### config.mk
export PLATFORM = sky130hd
export DESIGN_NAME = flash_cmd_decoder
export DESIGN_NICKNAME = d
export VERILOG_FILES = /design/src/rtl/fcd_pkg.sv /design/src/rtl/fcd_wr_capture.sv /design/src/rtl/fcd_seq.sv /design/src/rtl/fcd_id_mux.sv /design/src/rtl/flash_cmd_decoder.sv
export SDC_FILE = /design/constraint.sdc
export NUM_CORES = 1
export LEC_CHECK = 0
export ABC_CLOCK_PERIOD_IN_PS = 3500
export BUFFER_PORTS_ARGS = -buffer_cell sky130_fd_sc_hd__buf_4
export CAP_MARGIN = 20
export CORE_MARGIN = 8
export CORE_UTILIZATION = 54
export CTS_CLUSTER_DIAMETER = 100
export DETAILED_ROUTE_END_ITERATION = 6
export MAX_ROUTING_LAYER = met4
export PLACE_DENSITY_LB_ADDON = 0.15
export SYNTH_ARGS = -nofsm -noshare
export SYNTH_HDL_FRONTEND = slang
export SYNTH_SLANG_ARGS = --single-unit
export TNS_END_PERCENT = 50
### constraint.sdc
create_clock -name clk -period 3.5 [get_ports clk]
set_input_delay 0.7 -clock clk [delete_from_list [all_inputs] [get_ports clk]]
set_output_delay 0.7 -clock clk [all_outputs]
set_load 0.03 [all_outputs]
### src/rtl/fcd_pkg.sv
package fcd_pkg;
  typedef enum logic [3:0] {
    S_READ, S_ID, S_U1, S_U2, S_SETUP, S_E1, S_E2, S_BUSY, S_FAIL
  } st_t;

  localparam logic [1:0] MODE_READ = 2'd0;
  localparam logic [1:0] MODE_ID   = 2'd1;
  localparam logic [1:0] MODE_BUSY = 2'd2;
  localparam logic [1:0] MODE_FAIL = 2'd3;

  localparam int unsigned MATCH_W = 11;
  localparam logic [MATCH_W-1:0] ADR_A = 11'h555;
  localparam logic [MATCH_W-1:0] ADR_B = 11'h2AA;

  localparam logic [7:0] K_UNLK1 = 8'hAA;
  localparam logic [7:0] K_UNLK2 = 8'h55;
  localparam logic [7:0] K_IDENT = 8'h90;
  localparam logic [7:0] K_SETUP = 8'h80;
  localparam logic [7:0] K_CHIP  = 8'h10;
  localparam logic [7:0] K_SECT  = 8'h30;
  localparam logic [7:0] K_RESET = 8'hF0;

  localparam logic [15:0] MFR_CODE = 16'h00C2;
endpackage

### src/rtl/fcd_wr_capture.sv
module fcd_wr_capture #(
  parameter int unsigned AW = 19
) (
  input  logic          clk,
  input  logic          rst,
  input  logic          cs_n,
  input  logic          we_n,
  input  logic [AW-1:0] addr,
  input  logic [7:0]    din,
  output logic          wr_vld,
  output logic [AW-1:0] wr_addr,
  output logic [7:0]    wr_data
);
  logic we_q;
  logic rise;

  assign rise = !cs_n && !we_q && we_n;

  always_ff @(posedge clk) begin
    if (rst) begin
      we_q    <= 1'b1;
      wr_vld  <= 1'b0;
      wr_addr <= '0;
      wr_data <= '0;
    end else begin
      we_q   <= we_n;
      wr_vld <= rise;
      if (rise) begin
        wr_addr <= addr;
        wr_data <= din;
      end
    end
  end
endmodule

### src/rtl/fcd_seq.sv
module fcd_seq
  import fcd_pkg::*;
#(
  parameter int unsigned AW     = 19,
  parameter int unsigned SEC_LSB = 15,
  localparam int unsigned SW    = AW - SEC_LSB
) (
  input  logic          clk,
  input  logic          rst,
  input  logic          wr_vld,
  input  logic [AW-1:0] wr_addr,
  input  logic [7:0]    wr_data,
  input  logic          erase_done,
  input  logic          erase_fail,
  output logic [1:0]    mode,
  output logic          chip_go,
  output logic          sect_go,
  output logic [SW-1:0] sector_addr
);
  st_t  state, nxt;
  logic go_c, go_s;
  logic at_a, is_u1, is_u2;

  assign at_a  = wr_addr[MATCH_W-1:0] == ADR_A;
  assign is_u1 = at_a && wr_data == K_UNLK1;
  assign is_u2 = (wr_addr[MATCH_W-1:0] == ADR_B) && wr_data == K_UNLK2;

  function automatic logic [1:0] mode_of(st_t s);
    case (s)
      S_ID:    return MODE_ID;
      S_BUSY:  return MODE_BUSY;
      S_FAIL:  return MODE_FAIL;
      default: return MODE_READ;
    endcase
  endfunction

  always_comb begin
    nxt  = state;
    go_c = 1'b0;
    go_s = 1'b0;
    case (state)
      S_BUSY: begin
        if (erase_fail)      nxt = S_FAIL;
        else if (erase_done) nxt = S_READ;
      end
      S_FAIL: begin
        if (wr_vld && wr_data == K_RESET) nxt = S_READ;
      end
      default: begin
        if (wr_vld) begin
          nxt = S_READ;
          case (state)
            S_READ, S_ID: if (is_u1) nxt = S_U1;
            S_U1:         if (is_u2) nxt = S_U2;
            S_U2: begin
              if (at_a && wr_data == K_IDENT)      nxt = S_ID;
              else if (at_a && wr_data == K_SETUP) nxt = S_SETUP;
            end
            S_SETUP:      if (is_u1) nxt = S_E1;
            S_E1:         if (is_u2) nxt = S_E2;
            S_E2: begin
              if (at_a && wr_data == K_CHIP) begin
                nxt  = S_BUSY;
                go_c = 1'b1;
              end else if (wr_data == K_SECT) begin
                nxt  = S_BUSY;
                go_s = 1'b1;
              end
            end
            default: nxt = S_READ;
          endcase
        end
      end
    endcase
  end

  always_ff @(posedge clk) begin
    if (rst) begin
      state       <= S_READ;
      mode        <= MODE_READ;
      chip_go     <= 1'b0;
      sect_go     <= 1'b0;
      sector_addr <= '0;
    end else begin
      state   <= nxt;
      mode    <= mode_of(nxt);
      chip_go <= go_c;
      sect_go <= go_s;
      if (go_s) sector_addr <= wr_addr[AW-1:SEC_LSB];
    end
  end
endmodule

### src/rtl/fcd_id_mux.sv
module fcd_id_mux
  import fcd_pkg::*;
#(
  parameter bit TOP_BOOT = 1'b1
) (
  input  logic        clk,
  input  logic        rst,
  input  logic [1:0]  mode,
  input  logic        cs_n,
  input  logic        oe_n,
  input  logic        word_mode,
  input  logic [1:0]  sel,
  output logic [15:0] id_data
);
  logic [15:0] dev_word;
  logic [15:0] dev_code;
  logic [15:0] pick;

  if (TOP_BOOT) begin : g_top
    assign dev_word = 16'h22DA;
  end else begin : g_bottom
    assign dev_word = 16'h225B;
  end

  assign dev_code = word_mode ? dev_word : {8'h00, dev_word[7:0]};

  always_comb begin
    case (sel)
      2'b00:   pick = MFR_CODE;
      2'b01:   pick = dev_code;
      default: pick = 16'h0000;
    endcase
  end

  always_ff @(posedge clk) begin
    if (rst) id_data <= '0;
    else if (mode == MODE_ID && !cs_n && !oe_n) id_data <= pick;
    else id_data <= '0;
  end
endmodule

### src/rtl/flash_cmd_decoder.sv
module flash_cmd_decoder #(
  parameter int unsigned AW       = 19,
  parameter int unsigned SEC_LSB  = 15,
  parameter bit          TOP_BOOT = 1'b1,
  localparam int unsigned SW      = AW - SEC_LSB
) (
  input  logic          clk,
  input  logic          rst,
  input  logic          cs_n,
  input  logic          we_n,
  input  logic          oe_n,
  input  logic          word_mode,
  input  logic [AW-1:0] addr,
  input  logic [7:0]    din,
  input  logic          erase_done,
  input  logic          erase_fail,
  output logic [1:0]    mode,
  output logic          chip_go,
  output logic          sect_go,
  output logic [SW-1:0] sector_addr,
  output logic [15:0]   id_data
);
  logic          wr_vld;
  logic [AW-1:0] wr_addr;
  logic [7:0]    wr_data;

  fcd_wr_capture #(.AW(AW)) u_cap (
    .clk(clk), .rst(rst), .cs_n(cs_n), .we_n(we_n), .addr(addr), .din(din),
    .wr_vld(wr_vld), .wr_addr(wr_addr), .wr_data(wr_data)
  );

  fcd_seq #(.AW(AW), .SEC_LSB(SEC_LSB)) u_seq (
    .clk(clk), .rst(rst), .wr_vld(wr_vld), .wr_addr(wr_addr),
    .wr_data(wr_data), .erase_done(erase_done), .erase_fail(erase_fail),
    .mode(mode), .chip_go(chip_go), .sect_go(sect_go),
    .sector_addr(sector_addr)
  );

  fcd_id_mux #(.TOP_BOOT(TOP_BOOT)) u_id (
    .clk(clk), .rst(rst), .mode(mode), .cs_n(cs_n), .oe_n(oe_n),
    .word_mode(word_mode), .sel(addr[1:0]), .id_data(id_data)
  );
endmodule

# Word-level counts from Yosys, hierarchy flattened
# Index checks and enable logic that the tools add are counted.
dict set report classes {
  n_eq_ne 22
  muxes 23
  bitwise_logic 3
  n_reduce_logical 19
}
# op count
set ops {}
lappend ops {{$eq 8x8->1 const B} 4}
lappend ops {{$pmux 16 s2} 1}
lappend ops {{$mux 4} 6}
lappend ops {{$pmux 4 s6} 1}
lappend ops {{$eq 4x3->1 const B} 5}
lappend ops {{$mux 14} 1}
lappend ops {{$mux 3} 4}
lappend ops {{$eq 11x10->1 const B} 1}
lappend ops {{$eq 11x11->1 const B} 1}
lappend ops {{$logic_and 1x1->1} 10}
lappend ops {{$eq 4x1->1 const B} 2}
lappend ops {{$eq 4x2->1 const B} 2}
lappend ops {{$eq 4x4->1 const B} 2}
lappend ops {{$eq 8x5->1 const B} 1}
lappend ops {{$eq 8x6->1 const B} 1}
lappend ops {{$eq 8x7->1 const B} 1}
lappend ops {{$pmux 4 s2} 1}
lappend ops {{$mux 1} 6}
lappend ops {{$pmux 2 s3} 1}
lappend ops {{$reduce_or 2->1} 3}
lappend ops {{$reduce_or 5->1} 1}
lappend ops {{$eq 2x1->1 const B} 2}
lappend ops {{$logic_not 4->1} 1}
lappend ops {{$mux 2} 2}
lappend ops {{3 further kinds} 7}
dict set report word_totals {
  regBits 57
  wordCells 77
}

# Longest topological paths before layout
dict set report depth {
  ltp_word 9
  mapped_depth 8
  ltp_nobuf 7
}

# By module
# A second synthesis with hierarchy kept.
dict set report unflattened {
  hier_cells 255
  hier_area_um2 2488.6
}
# mod instances cells_each area_each_um2 seq_area_each_um2
set by_module_without_submodules {}
lappend by_module_without_submodules {fcd_wr_capture 1 122 1288.7 580.6}
lappend by_module_without_submodules {fcd_seq 1 109 980.9 240.2}
lappend by_module_without_submodules {fcd_id_mux 1 24 219.0 60.1}

# Worst setup path after synthesis
# Ideal clock, no wire load.
dict set report synth_path {
  path_type {register -> register}
  startpoint {register u_seq.state[3]}
  endpoint {register u_seq.mode[1]}
  setup_time_ps 88
  t_arrival_ps 1810
  path_slack_ps 1602
  stages_incl_launch_ff 9
  path_cell_list {dfxtp_1 -> buf_6 -> and3b_1 -> nand4_1 -> a2111o_1 -> a21oi_1 -> nor2_1 -> a211o_1 -> o32ai_2}
}
dict set report synth_between {
  elab_chain_cells 7
  word_cells_on_any_way 20
  classes_between {eq/ne (11); mux (7); reduce/logical (2)}
}
# element line_no
set synth_rtl {}
lappend synth_rtl {{start, declared} fcd_seq.sv:20} ;# st_t state, nxt;
lappend synth_rtl {{start signal, assigned} fcd_seq.sv:85} ;# state <= nxt;
lappend synth_rtl {{$eq 4x1->1 / $logic_not 4->1 (equally long branches)} fcd_seq.sv:52} ;# case (state)
lappend synth_rtl {{$reduce_or 2->1} fcd_seq.sv:52}
lappend synth_rtl {{$pmux 4 s6} fcd_seq.sv:52}
lappend synth_rtl {{$mux 4} fcd_seq.sv:50} ;# if (wr_vld) begin
lappend synth_rtl {{$pmux 4 s2 *} fcd_seq.sv:41} ;# case (state)
lappend synth_rtl {{$eq 4x4->1, or another cell as far along} fcd_seq.sv:29} ;# case (s)
lappend synth_rtl {{$pmux 2 s3 *} fcd_seq.sv:29}
lappend synth_rtl {{end signal, assigned} fcd_seq.sv:86} ;# mode <= mode_of(nxt);
lappend synth_rtl {{end, declared} fcd_seq.sv:15} ;# output logic [1:0] mode,
# Every way passes the cells marked *; elsewhere a longest branch is shown, timed or not.
# A chain may end at the register's enable or synchronous reset.

# Worst setup path in the final report
dict set report layout_path {
  startpoint {register u_seq.state[0]}
  endpoint {register u_seq.mode[1]}
}
# The elaborated chain is that of the path after synthesis.

==> metrics.md <==
| Metric | Value |
|---|---|
| Status | finished clean |
| Depth of the CTS H-tree | 2 |
| Layout Nets | 298 |
| Initial antenna violation count | 0 |
| Net Sw Power | 0.0001758 W |
| Source of the worst register-to-register timing path | u_seq.state[0] |
| Residual DRC | 0 |
| Die area | 5645 um2 |
| Clock network fraction of total power | 28.4% |
| Drt total wl | 4085 um |
| Leakage power | 0.8562 nW |
| Yosys reg bits | 40 |
| Most frequent cell after synthesis | nand2_1 |
| Via count | 1607 |
| Sequential-to-total area share from yosys stat | 42.41% |
| Antenna Cells | 0 |
| Area of the core | 3337 um2 |
| CP max FO | 12 |
| Grt met1 use | 19.02% |
| Die Span X | 75.13 um |
| Cell Area, Synth | 1888 um2 |
| FILL cells | 319 |
| Hold Worst Slack | 460.2 ps |
| DRT iter0 DRCs | 130 |
| DP Wirelength | 3020 um |
| Rel. slew slack | 48.70% |
| Critical Path RT | 3760 ps |
| Clk sink count | 40 |
| Top cell type by total area after synthesis | dfxtp_1 |
| Clk_skew | 8.507 ps |
| Overall Global Routing Usage | 16.02% |
| Setup TNS | 0 ps |
| Skew-Pair Late Insertion Delay | 340 ps |
| Design area | 2193 um2 |
| GRT met2 Usage | 25.34% |
| Post-route ant nets | 0 |
| Inserted Clock Buffers | 5 |
| Clk buf depth | 2 |
| RSZ-0062 raised after global routing | false |
| FP Rows | 21 |
| Measured slew at the worst slew-check pin | 767.6 ps |
| CTS Root Cell | clkbuf_4 |
| Share of cells above drive strength 1 | 21.29% |
| Distinct cells, synth | 46 |
| Comb power frac | 8.3% |
| Die Y-Extent | 75.13 um |
| Startpoint Class | flip-flop |
| Buffers inserted by post-CTS timing repair | 0 |
| Internal | 0.0005632 W |
| R2R depth | 7 |
| Setup-failing EPs final | 0 |
| WL/cell | 13.22 um |
| Starting Density | 56.58% |
| Crit path kind | flip-flop to flip-flop |
| Dominant register cell in the synthesized netlist | dfxtp_1 |
| Final non-filler cell total | 309 |
| Ys Warns | 0 |
| Hold buffers post-CTS | 0 |
| Port Buffers | 45 |
| Most frequent cells after synthesis | 53 x nand2_1, 40 x dfxtp_1, 28 x a21oi_1 |
| Syn Area/Cell | 8.173 um2 |
| Worst Min Path Start | u_cap.wr_addr[17] |
| Critical Path AT | 2500 ps |
| WHS Path Cells | 2 |
| Pre-antenna DRT Iters | 4 |
| Final worst path period share | 64.20% |
| Reg power frac | 63.2% |
| Max-slew violation count | 0 |
| RD Place Congestion | 0.8570 |
| CP Capture Type | flip-flop |
| Post-synth ARST share | 0% |
| RR Endpoint | u_seq.mode[1] |
| Vias in the first global route | 1504 |
| Post-DP Area | 2147 um2 |
| Synth top area cells | dfxtp_1 42%, nand2_1 11%, a21oi_1 7.4% |
| HP Class | flip-flop to flip-flop |
| Total congestion overflow | 0 |
| Worst hold endpoint | u_cap.wr_addr[17] |
| Max-cap violations | 0 |
| Global routing usage on met3 | 4.394% |
| I/O Pins | 59 |
| CTS-repair resized insts | 0 |
| Vias/cell | 5.201 |
| Fmax | 0.4451 GHz |
| Final Hold Vio Count | 0 |
| Crit path time final | 2247 ps |
| Cells after synthesis | 231 |
| Pwr Density | 336.9 nW/um2 |
| Grt peak-use layer | met2 |
| Reg clk slew, reported paths | 100 ps |
| DP Cell Count | 302 |
| Worst VDD drop | 239.0 uV |
| Sw Share | 23.79% |
| Number of synthesized flops with an enable pin | 0 |
| CTS tree | done |
| First-pass GRT wire length | 6803 um |
| Largest net degree at the start of global routing | 39 |
| Synth top area share | 42.41% |
| R2R setup slack | 1250 ps |
| Layout area overhead | 16.17% |
[cell type report]
cell class	instances	area, um2	share of cell area [%]
Clock buffer	6	41.29	1.882
Multi-Input combinational cell	169	943.4	43.01
Timing Repair Buffer	45	337.8	15.40
Inverter	2	7.507	0.3423
Sequential cell	40	800.8	36.51
Tap cell	46	57.56	2.624
Clock inverter	1	5.005	0.2282
[critical path, cell delays in order, from the launching register on]
cell and delay, ps:
dfxtp_1 580, and3b_1 270, nand4_1 130, a2111o_1 440, a21oi_1 150, nor2_1 90
a211o_1 310, o32ai_2 190
[sequential cells by signal, summed over array words and instances, names as in the netlist]
name               count
u_cap.wr_addr         15
u_cap.we_q             1
u_cap.wr_vld           1
u_seq.mode             2
u_cap.wr_data          8
u_seq.sector_addr      4
u_seq.sect_go          1
u_seq.state            4
u_seq.chip_go          1
u_id.id_data           3
[per-layer routing]
| layer | wire length, um | share of wire [%] |
|---|---|---|
| met5 | 0 | 0 |
| met4 | 46 | 1.1 |
| met1 | 1884 | 46 |
| met3 | 195 | 4.8 |
| met2 | 1958 | 48 |
[power by group through the flow]
| stage | logic [W] | clock network (W) | registers (W) |
|---|---|---|---|
| after floorplan | 0.0000408 | 0 | 0.000475 |
| after global placement | 0.0000608 | 0 | 0.000478 |
| after detailed placement | 0.0000616 | 0 | 0.000478 |
| after CTS | 0.0000618 | 0.000219 | 0.000467 |
| after global routing | 0.0000675 | 0.000235 | 0.000468 |
| final | 0.0000616 | 0.000210 | 0.000467 |
[worst max path at each step]
stage | start | end | cells past startpoint
final | u_seq.state[0] | u_seq.mode[1] | 7
after global routing | u_seq.state[2] | u_seq.mode[1] | 7
after CTS | u_seq.state[0] | u_seq.mode[1] | 7
after detailed placement | u_seq.state[0] | u_seq.mode[1] | 7
after global placement | u_seq.state[0] | u_seq.mode[1] | 7
after floorplan | u_seq.state[3] | u_seq.mode[1] | 8
[kinds of logic (layout without fill, tap and decap cells)]
| logic type | after synthesis | after routing | share of synthesized area (%) |
|---|---|---|---|
| flip-flops | 40 | 40 | 42.41 |
| AO/OA/AOI/OAI | 42 | 42 | 13.98 |
| buffers and inverters | 30 | 54 | 9.212 |
| AND/OR/NAND/NOR | 111 | 111 | 30.48 |
| XOR/XNOR | 1 | 1 | 0.4640 |
| multiplexers | 6 | 6 | 3.247 |
| other | 1 | 9 | 0.1986 |
[placed cells by master (no fill, tap or decap), types with 2 or more instances in the layout]
master and n:
inv_1 2, nand4b_1 3, nor4b_1 2, nor2_1 17
nor3_1 5, nor3b_1 2, and2_1 2, buf_4 45
nor4_1 2, dfxtp_1 40, clkbuf_4 5, nand3_1 5
and3_1 3, nor4bb_1 2, conb_1 9, nand4bb_1 2
o211ai_1 2, nand3b_1 2, nand2_1 53, and4b_1 3
mux2i_1 5, a21oi_1 28
[per-stage QoR]
stage,setup WS (ps),power [W],util [%]
final,1253,0.0007390,65.73
after floorplan,1602,0.0005162,-
after global placement,1329,0.0005384,64.34
after CTS,1273,0.0007478,65.73
after detailed placement,1314,0.0005392,64.34
after global routing,1095,0.0007710,65.73
Note: power is estimated with default switching activity, not from simulation.
